**src/rtl/rtc_pi_pkg.sv**
```systemverilog
package rtc_pi_pkg;

    typedef enum logic [2:0] {
        CS_OFF  = 3'b000,
        CS_LOW  = 3'b001,
        CS_P2HZ = 3'b010,
        CS_P1HZ = 3'b011,
        CS_LSEC = 3'b100,
        CS_LMIN = 3'b101,
        CS_LHR  = 3'b110,
        CS_LMON = 3'b111
    } cyc_sel_e;

    typedef enum logic {
        PH_RUN,
        PH_RESYNC
    } phase_e;

    typedef enum logic {
        FL_CLEAR,
        FL_SET
    } flag_e;

endpackage

```
**src/rtl/rtc_pi_prescaler.sv**
```systemverilog
module rtc_pi_prescaler
    import rtc_pi_pkg::*;
#(
    parameter int CNT_W   = 15,
    parameter int INC_DLY = 3
) (
    input  logic clk,
    input  logic rst_n,
    input  logic sec_wr,
    output logic sec_inc,
    output logic wave_1hz,
    output logic wave_2hz,
    output logic fall_1hz,
    output logic fall_2hz
);

    localparam logic [CNT_W-1:0] DLY_V = CNT_W'(INC_DLY);

    phase_e            ph_q, ph_d;
    logic [CNT_W-1:0]  cnt_q;
    logic              wrap, half_wrap;

    assign wrap      = &cnt_q;
    assign half_wrap = &cnt_q[CNT_W-2:0];

    // next-phase logic
    always_comb begin
        unique case (ph_q)
            PH_RUN:    ph_d = sec_wr ? PH_RESYNC : PH_RUN;
            PH_RESYNC: ph_d = sec_wr ? PH_RESYNC : (wrap ? PH_RUN : PH_RESYNC);
            default:   ph_d = PH_RUN;
        endcase
    end

    // state register and sub-second counter
    always_ff @(posedge clk) begin
        if (!rst_n) begin
            ph_q  <= PH_RUN;
            cnt_q <= '0;
        end else begin
            ph_q  <= ph_d;
            cnt_q <= sec_wr ? '0 : cnt_q + 1'b1;
        end
    end

    // outputs
    always_comb begin
        sec_inc  = (ph_q == PH_RUN) && (cnt_q == DLY_V);
        wave_1hz = cnt_q[CNT_W-1];
        wave_2hz = cnt_q[CNT_W-2];
        fall_1hz = wrap && !sec_wr;
        fall_2hz = half_wrap && !sec_wr;
    end

    AST_INC_SINGLE: assert property (@(posedge clk) disable iff (!rst_n)
        sec_inc |=> !sec_inc);
    AST_WR_NO_INC: assert property (@(posedge clk) disable iff (!rst_n)
        sec_wr |=> !sec_inc);
    AST_WR_WAVE_LOW: assert property (@(posedge clk) disable iff (!rst_n)
        sec_wr |=> (!wave_1hz && !wave_2hz));

endmodule

```
**src/rtl/rtc_pi_evsel.sv**
```systemverilog
module rtc_pi_evsel
    import rtc_pi_pkg::*;
(
    input  logic     clk,
    input  logic     rst_n,
    input  cyc_sel_e sel,
    input  logic     sec_inc,
    input  logic     fall_1hz,
    input  logic     fall_2hz,
    input  logic     min_roll,
    input  logic     hour_roll,
    input  logic     month_roll,
    output logic     ev
);

    always_comb begin
        unique case (sel)
            CS_OFF:  ev = 1'b0;
            CS_LOW:  ev = 1'b0;
            CS_P2HZ: ev = fall_2hz;
            CS_P1HZ: ev = fall_1hz;
            CS_LSEC: ev = sec_inc;
            CS_LMIN: ev = sec_inc && min_roll;
            CS_LHR:  ev = sec_inc && hour_roll;
            CS_LMON: ev = sec_inc && month_roll;
            default: ev = 1'b0;
        endcase
    end

    AST_EV_QUALIFIED: assert property (@(posedge clk) disable iff (!rst_n)
        (ev && sel[2]) |-> sec_inc);

endmodule

```
**src/rtl/rtc_periodic_irq.sv**
```systemverilog
module rtc_periodic_irq
    import rtc_pi_pkg::*;
#(
    parameter int CNT_W   = 15,
    parameter int INC_DLY = 3
) (
    input  logic       clk,
    input  logic       rst_n,
    input  logic       sel_wr,
    input  logic [2:0] sel_wdata,
    input  logic       flag_wr,
    input  logic       flag_wdata,
    input  logic       sec_wr,
    input  logic       min_roll,
    input  logic       hour_roll,
    input  logic       month_roll,
    output logic       sec_inc,
    output logic       flag,
    output logic       int_n
);

    cyc_sel_e sel_q;
    flag_e    fl_q, fl_d;
    logic     ev, clr_req;
    logic     wave_1hz, wave_2hz, fall_1hz, fall_2hz;

    rtc_pi_prescaler #(
        .CNT_W   (CNT_W),
        .INC_DLY (INC_DLY)
    ) u_presc (
        .clk      (clk),
        .rst_n    (rst_n),
        .sec_wr   (sec_wr),
        .sec_inc  (sec_inc),
        .wave_1hz (wave_1hz),
        .wave_2hz (wave_2hz),
        .fall_1hz (fall_1hz),
        .fall_2hz (fall_2hz)
    );

    rtc_pi_evsel u_evsel (
        .clk        (clk),
        .rst_n      (rst_n),
        .sel        (sel_q),
        .sec_inc    (sec_inc),
        .fall_1hz   (fall_1hz),
        .fall_2hz   (fall_2hz),
        .min_roll   (min_roll),
        .hour_roll  (hour_roll),
        .month_roll (month_roll),
        .ev         (ev)
    );

    assign clr_req = flag_wr && !flag_wdata;

    // flag next-state logic
    always_comb begin
        unique case (fl_q)
            FL_CLEAR: fl_d = ev ? FL_SET : FL_CLEAR;
            FL_SET:   fl_d = (ev || !clr_req) ? FL_SET : FL_CLEAR;
            default:  fl_d = FL_CLEAR;
        endcase
    end

    // state registers
    always_ff @(posedge clk) begin
        if (!rst_n) begin
            fl_q  <= FL_CLEAR;
            sel_q <= CS_OFF;
        end else begin
            fl_q <= fl_d;
            if (sel_wr) sel_q <= cyc_sel_e'(sel_wdata);
        end
    end

    // outputs
    always_comb begin
        flag = (fl_q == FL_SET);
        unique case (sel_q)
            CS_OFF:  int_n = 1'b1;
            CS_LOW:  int_n = 1'b0;
            CS_P2HZ: int_n = wave_2hz;
            CS_P1HZ: int_n = wave_1hz;
            default: int_n = (fl_q != FL_SET);
        endcase
    end

    AST_FLAG_HOLD: assert property (@(posedge clk) disable iff (!rst_n)
        (flag && !clr_req) |=> flag);
    AST_OFF_NO_SET: assert property (@(posedge clk) disable iff (!rst_n)
        (sel_q == CS_OFF && !flag) |=> !flag);
    AST_LV_FALL: assert property (@(posedge clk) disable iff (!rst_n)
        (sel_q[2] && $stable(sel_q) && $fell(int_n)) |-> $past(sec_inc));

endmodule

```
**config.mk**
```make
export PLATFORM = sky130hd
export DESIGN_NAME = rtc_periodic_irq
export DESIGN_NICKNAME = d
export VERILOG_FILES = /design/src/rtl/rtc_pi_pkg.sv /design/src/rtl/rtc_pi_prescaler.sv /design/src/rtl/rtc_pi_evsel.sv /design/src/rtl/rtc_periodic_irq.sv
export SDC_FILE = /design/constraint.sdc
export NUM_CORES = 1
export LEC_CHECK = 0
export CAP_MARGIN = 40
export CORE_MARGIN = 5
export CORE_UTILIZATION = 41
export DETAILED_ROUTE_END_ITERATION = 8
export GPL_TIMING_DRIVEN = 0
export PLACE_DENSITY = 0.66
export SLEW_MARGIN = 20
export SYNTH_ARGS = -nofsm -noshare
export SYNTH_HDL_FRONTEND = slang
export SYNTH_SLANG_ARGS = --single-unit
export TNS_END_PERCENT = 20
```
**constraint.sdc**
```tcl
create_clock -name clk -period 1.4 [get_ports clk]
set_input_delay 0.28 -clock clk [delete_from_list [all_inputs] [get_ports clk]]
set_output_delay 0.28 -clock clk [all_outputs]
set_load 0.02 [all_outputs]
```
==> results of run 1 <==
cell usage in the layout, fill, tap and decap left out, types with 2 or more instances in the layout:
cell	count
a21oi_1	4
and4_1	2
buf_4	8
buf_6	3
clkbuf_4	3
clkdlybuf4s50_1	10
dfxtp_1	6
dfxtp_2	10
dfxtp_4	4
dlygate4sd2_1	2
inv_1	4
mux2i_1	4
nand2_1	4
nand3_1	4
nand3_2	2
nand4_1	4
nor2_1	13
nor2b_1	3
nor4_1	2
o21ai_0	2
or3_1	2
xor2_1	10
report_power, final:
| part | internal, mW | switching [mW] | total [mW] | leakage, nW |
|---|---|---|---|---|
| sequential | 0.574 | 0.0128 | 0.586 | 0.170 |
| combinational | 0.0605 | 0.0387 | 0.0993 | 0.300 |
| clock | 0.100 | 0.167 | 0.267 | 0.0138 |
| total | 0.734 | 0.219 | 0.953 | 0.483 |
per-layer routing:
layer / vias to the layer above / part of all wire, %
li1: 412 / -
met1: 373 / 47
met2: 13 / 47
met3: 2 / 6.0
met4: 0 / 0.34
met5: - / 0
final cells by class:
class,instances,share of cell area (%)
tap,28,2.74
inverter,5,1.47
multi-input combinational,74,43.7
clock buffer,3,1.76
buffer,3,2.05
timing repair buffer,21,14.8
sequential,20,33.5
state kept, by name (all words and copies together), names as in the netlist:
signal         flops
flag               1
sel_q              3
u_presc.cnt_q     15
u_presc.ph_q       1
through the flow:
stage                     hold WS (ns)  setup WS [ns]  std cells  TNS, ns  instance area [um^2]
after floorplan                  0.397        0.00465        104        0                   947
after global placement           0.423         -0.554        146    -5.46                  1120
after detailed placement         0.445         -0.570        146    -5.66                  1120
after CTS                        0.452         -0.290        153   -0.411                  1220
after global routing             0.490         -0.268        154   -0.660                  1280
final                            0.482         -0.206        154   -0.319                  1280
path summary, 6_finish.rpt:
check | endpoint | slack, ns | depth (start not counted)
setup / recovery | sec_inc | -0.21 | 3
setup reg to reg | u_presc.ph_q | -0.06 | 5
hold / removal | u_presc.ph_q | 0.48 | 2
hold reg to reg | u_presc.cnt_q[5] | 0.53 | 2
worst max-delay path, delay by kind of cell (launching register included):
kind	cells	cell delay [ns]
buf+inv	1	0.13
flops	1	0.35
simple gates	2	0.54
repair_timing:
item,CTS,global route
gates resized for setup,34,13
pin swaps,3,6
setup endpoints to repair,17,6
hold endpoints to repair,0,0
setup buffers,5,2
logic make-up after synthesis:
group                    Yosys count  share of synthesized area (%)
AND/OR/NAND/NOR                   44                           26.6
flip-flops                        20                           42.3
AO/OA/AOI/OAI                     14                           10.3
XOR/XNOR                          11                           10.2
buffers and inverters             10                           5.15
multiplexers                       4                           4.23
adder cells (fa/ha/maj)            1                           1.32
==> results.toml, run 1 <==
[synthesis]
netlist_instances = 104
synthMostInstantiatedCell = "dfxtp_1"
yosysWarnings = 0
ys_seq_elements = 20
yosys-top-cells-area = "dfxtp_1, xor2_1, nor2_1, mux2i_1, a21oi_1"
synth_ff_type = "dfxtp_1"
synthArstFlopShare_pct = 0
yosysTopAreaCellShare_pct = 42.3
yosys.area.top_type = "dfxtp_1"
ys_seq_area_share_pct = 42.3
syn_nets = 117
synth_edf_count = 0
syn_area_um2 = 947
yosysUniqueCellTypes = 33
synth.avg_cell_area_um2 = 9.11
ys_top_cells_by_count = "dfxtp_1, nor2_1, xor2_1"

[critical_path]
startpoint_type = "flop"
cp.arrival_ns = 1.33
endpoint_kind = "output port"
cp_slowest_cell = "dfxtp_1"
crit_type = "flop to output port"
required_ns = 1.12
crit_chain = "nor4_1 > and4_1 > buf_6"
cp_max_fo = 3
worstReg2RegStart = "u_presc.cnt_q[2]"
critPathMaxStageDelay_ns = 0.35
crit_start = "u_presc.cnt_q[11]"

[finish]
ff_latch_area_um2 = 428
antennaDiodeCount = 0
layout-drive-gt1-share_pct = 31.7
nFillCells = 197
nNetsFinal = 141
final_core_util_pct = 57.8
syn_to_final_growth_pct = 35.0
multi_input_area_um2 = 559

[floorplan]
die_height_um = 58.1
ioPinCount = 15
start_util_pct = 42.8
die_x_um = 58.1
placementRows = 17
coreArea_um2 = 2210
dieArea_um2 = 3370

[global_route]
gr-usage-met3_pct = 5.57
grt_max_degree = 11
gr-usage-met1_pct = 17.0
top_usage_layer = "met2"
grt.total_usage_pct = 13.2
use_met2_pct = 21.6
grt_pass1_wl_um = 3500
grt-ovfl-total = 0
antenna_found_initial = 0
grt_pass1_vias = 801

[pwr]
irDropWorstVdd_mv = 0.684
powerDensity_nw_per_um2 = 745
power_mw = 0.953
leakage_nw = 0.483

[clock_network]
holdBufCountCts = 0
clock_latency_ns = 0.30
clkSinkCount = 20
cts_tree = "yes"
cts_root_buffer = "clkbuf_4"
clk_path_buf_depth = 2
clk_pin_slew_ns = 0.11
numCtsBuffers = 3
h-tree-depth = 1

[drt]
postRouteAntennaNets = 0
drt-pass1-iter-count = 4
drtIter0Drc = 8
wl_per_cell_um = 13.5
remaining_drc_errors = 0
vias_per_cell = 5.19
wl_um = 2070
num_vias = 800

[outcome]
violations = "negative setup slack"
status = "finished, violations left"

[hold_path]
hold_class = "primary input to flop"
hold_start = "rst_n"

[timing]
fin_skew_ns = 0.0113
timing.fmax_mhz = 623
worst_slack_ns = -0.206
drv_slew = 0
setup_viol = 3
min_period_ns = 1.61
finalHoldViolCount = 0
rsz0062_at_grt = "true"
tightest_slew_ns = 0.423
period_share_pct = 115
max_slew_margin_pct = 71.8

[place]
place.gp.congestion = 0.810
port_buffers = 14
place.detailed.hpwl_um = 1430

[flow_run]
drv_cap = 0
Power figures use the tool's default switching activity.
==> run 2: changes to the inputs <==
CAP_MARGIN = not set   (was 40)
==> results of run 2 <==
Same layout as run 1: the final DEF is identical, and so are final timing and power.
==> run 3: changes to the inputs <==
CORE_ASPECT_RATIO = 1.4   (was not set)
==> run 3 against run 2 <==
The run still ends with negative setup slack left. Final cell count shrank 5.2%. Critical endpoint unchanged. Final area down 2.1%. Largest power group unchanged. First-iteration DRC count rose to 3.1 times the previous value. Utilization decreased by 0.93 points. Setup slack got worse by 0.016 ns. Non-clock buffer count fell by 3. Sequential power about the same. Register-to-register slack better by 0.04 ns.
==> results.toml, run 3 (synthesized netlist as in run 1, its figures left out) <==
[outcome]
status = "finished, violations left"
violations = "negative setup slack"

[finish]
layout.cells.non_filler = 146
final_cell_mix = "nor2_1, xor2_1, clkdlybuf4s50_1, dfxtp_2, dfxtp_1"
layout_commonest_cell = "nor2_1"
nFillCells = 215
nNetsFinal = 138
largest_reg_flops = 15
fin_area_um2 = 1250
top_regs = "u_presc.cnt_q: 15 flops, sel_q: 3 flops"
layout-drive-gt1-share_pct = 29.0
syn_to_final_growth_pct = 32.2
antennaDiodeCount = 0
regMostFlops = "u_presc.cnt_q"

[floorplan]
die_x_um = 50.6
start_util_pct = 43.0
die_height_um = 66.9
placementRows = 20
ioPinCount = 15
dieArea_um2 = 3380
coreArea_um2 = 2200

[clock_network]
clkSinkCount = 20
clock_latency_ns = 0.30
h-tree-depth = 1
numCtsBuffers = 3
clk_pin_slew_ns = 0.12
cts_tree = "yes"
clk_path_buf_depth = 2
cts_root_buffer = "clkbuf_4"
holdBufCountCts = 0

[pwr]
seq_power_share_pct = 51.2
leakage_nw = 0.476
p_clk_share_pct = 41.0
p_sw_mw = 0.227
power_frac_comb_pct = 7.7
powerDensity_nw_per_um2 = 914
switching_share_pct = 19.8
intPower_mw = 0.918
irDropWorstVdd_mv = 0.933

[drt]
wl_um = 2030
drt-pass1-iter-count = 4
vias_per_cell = 5.51
remaining_drc_errors = 0
postRouteAntennaNets = 0
wl_per_cell_um = 13.9
drtIter0Drc = 25
num_vias = 804

[timing]
setup_viol = 3
drv_slew = 0
setup-tns-final_ns = -0.315
fin_skew_ns = 0.00788
tightest_slew_ns = 0.409
period_share_pct = 116
timing.fmax_mhz = 617
rsz0062_at_grt = "true"
finalHoldViolCount = 0
max_slew_margin_pct = 72.8
min_period_ns = 1.62
worst_slack_ns = -0.221

[global_route]
grt-ovfl-total = 0
grt_pass1_vias = 783
gr-usage-met1_pct = 14.0
use_met2_pct = 21.9
grt_max_degree = 13
antenna_found_initial = 0
grt_pass1_wl_um = 3350
gr-usage-met3_pct = 2.91
grt.total_usage_pct = 12.5
top_usage_layer = "met2"

[critical_path]
cp.arrival_ns = 1.34
endpoint_kind = "output port"
crit_type = "flop to output port"
startpoint_type = "flop"
worst-r2r-cell-count = 5
cp_max_fo = 4
required_ns = 1.12

[flow_run]
drv_cap = 0

[place]
port_buffers = 14
place.detailed.hpwl_um = 1440
dp.cells = 140
place.gp.congestion = 0.746
place_area_um2 = 1110

[hold_path]
hold_class = "primary input to flop"
min_path_cells = 2
run 3: power groups by stage:
stage | Clock, mW | Sequential, mW | Combinational (mW)
6_report | 0.470 | 0.586 | 0.0887
5_1_grt | 0.518 | 0.588 | 0.0978
4_1_cts | 0.488 | 0.585 | 0.0885
3_5_place_dp | 0 | 0.602 | 0.0848
3_3_place_gp | 0 | 0.602 | 0.0837
2_1_floorplan | 0 | 0.599 | 0.0386
run 3: repair_timing:
item | in CTS | in global routing
gates resized for setup | 34 | 9
pin swaps | 1 | 5
endpoints found under the setup margin | 17 | 6
buffers inserted | 3 | 0
hold endpoints to repair | 0 | 0
run 3: layout make-up:
class | instances | area (um^2) | share of cell area, %
multi-input cells | 74 | 543 | 43.4
clock buffers | 3 | 22.5 | 1.80
well taps | 22 | 27.5 | 2.20
repair buffers | 17 | 159 | 12.7
clock inverters | 1 | 30.0 | 2.40
inverters | 5 | 18.8 | 1.50
plain buffers | 4 | 27.5 | 2.20
flip-flops and latches | 20 | 424 | 33.9
run 3: path summary, 6_finish.rpt:
check,from,endpoint,slack [ns]
worst min-delay path,rst_n,u_presc.ph_q,0.44
worst max-delay path,u_presc.cnt_q[13],sec_inc,-0.22
worst min register to register,u_presc.cnt_q[0],u_presc.cnt_q[0],0.53
worst max register to register,u_presc.cnt_q[4],u_presc.ph_q,-0.02
run 3: metal layers:
layer / vias to the layer above / routed length, um
li1: 403 / -
met1: 382 / 824
met2: 17 / 1090
met3: 2 / 111
met4: 0 / 10
met5: - / 0
run 3: per-stage QoR:
| stage | power (mW) | hold slack (ns) | setup WS [ns] | utilization (%) |
|---|---|---|---|---|
| 6_report | 1.15 | 0.439 | -0.221 | 56.9 |
| 5_1_grt | 1.20 | 0.435 | -0.303 | 56.9 |
| 4_1_cts | 1.16 | 0.428 | -0.318 | 55.9 |
| 3_5_place_dp | 0.687 | 0.432 | -0.576 | 50.6 |
| 3_3_place_gp | 0.686 | 0.421 | -0.582 | 50.6 |
| 2_1_floorplan | 0.638 | 0.397 | 0.00465 | - |
run 3: critical path, stage by stage (launching register included):
cell	delay, ns
dfxtp_4	0.38
nor4_4	0.28
and4_4	0.27
buf_6	0.12
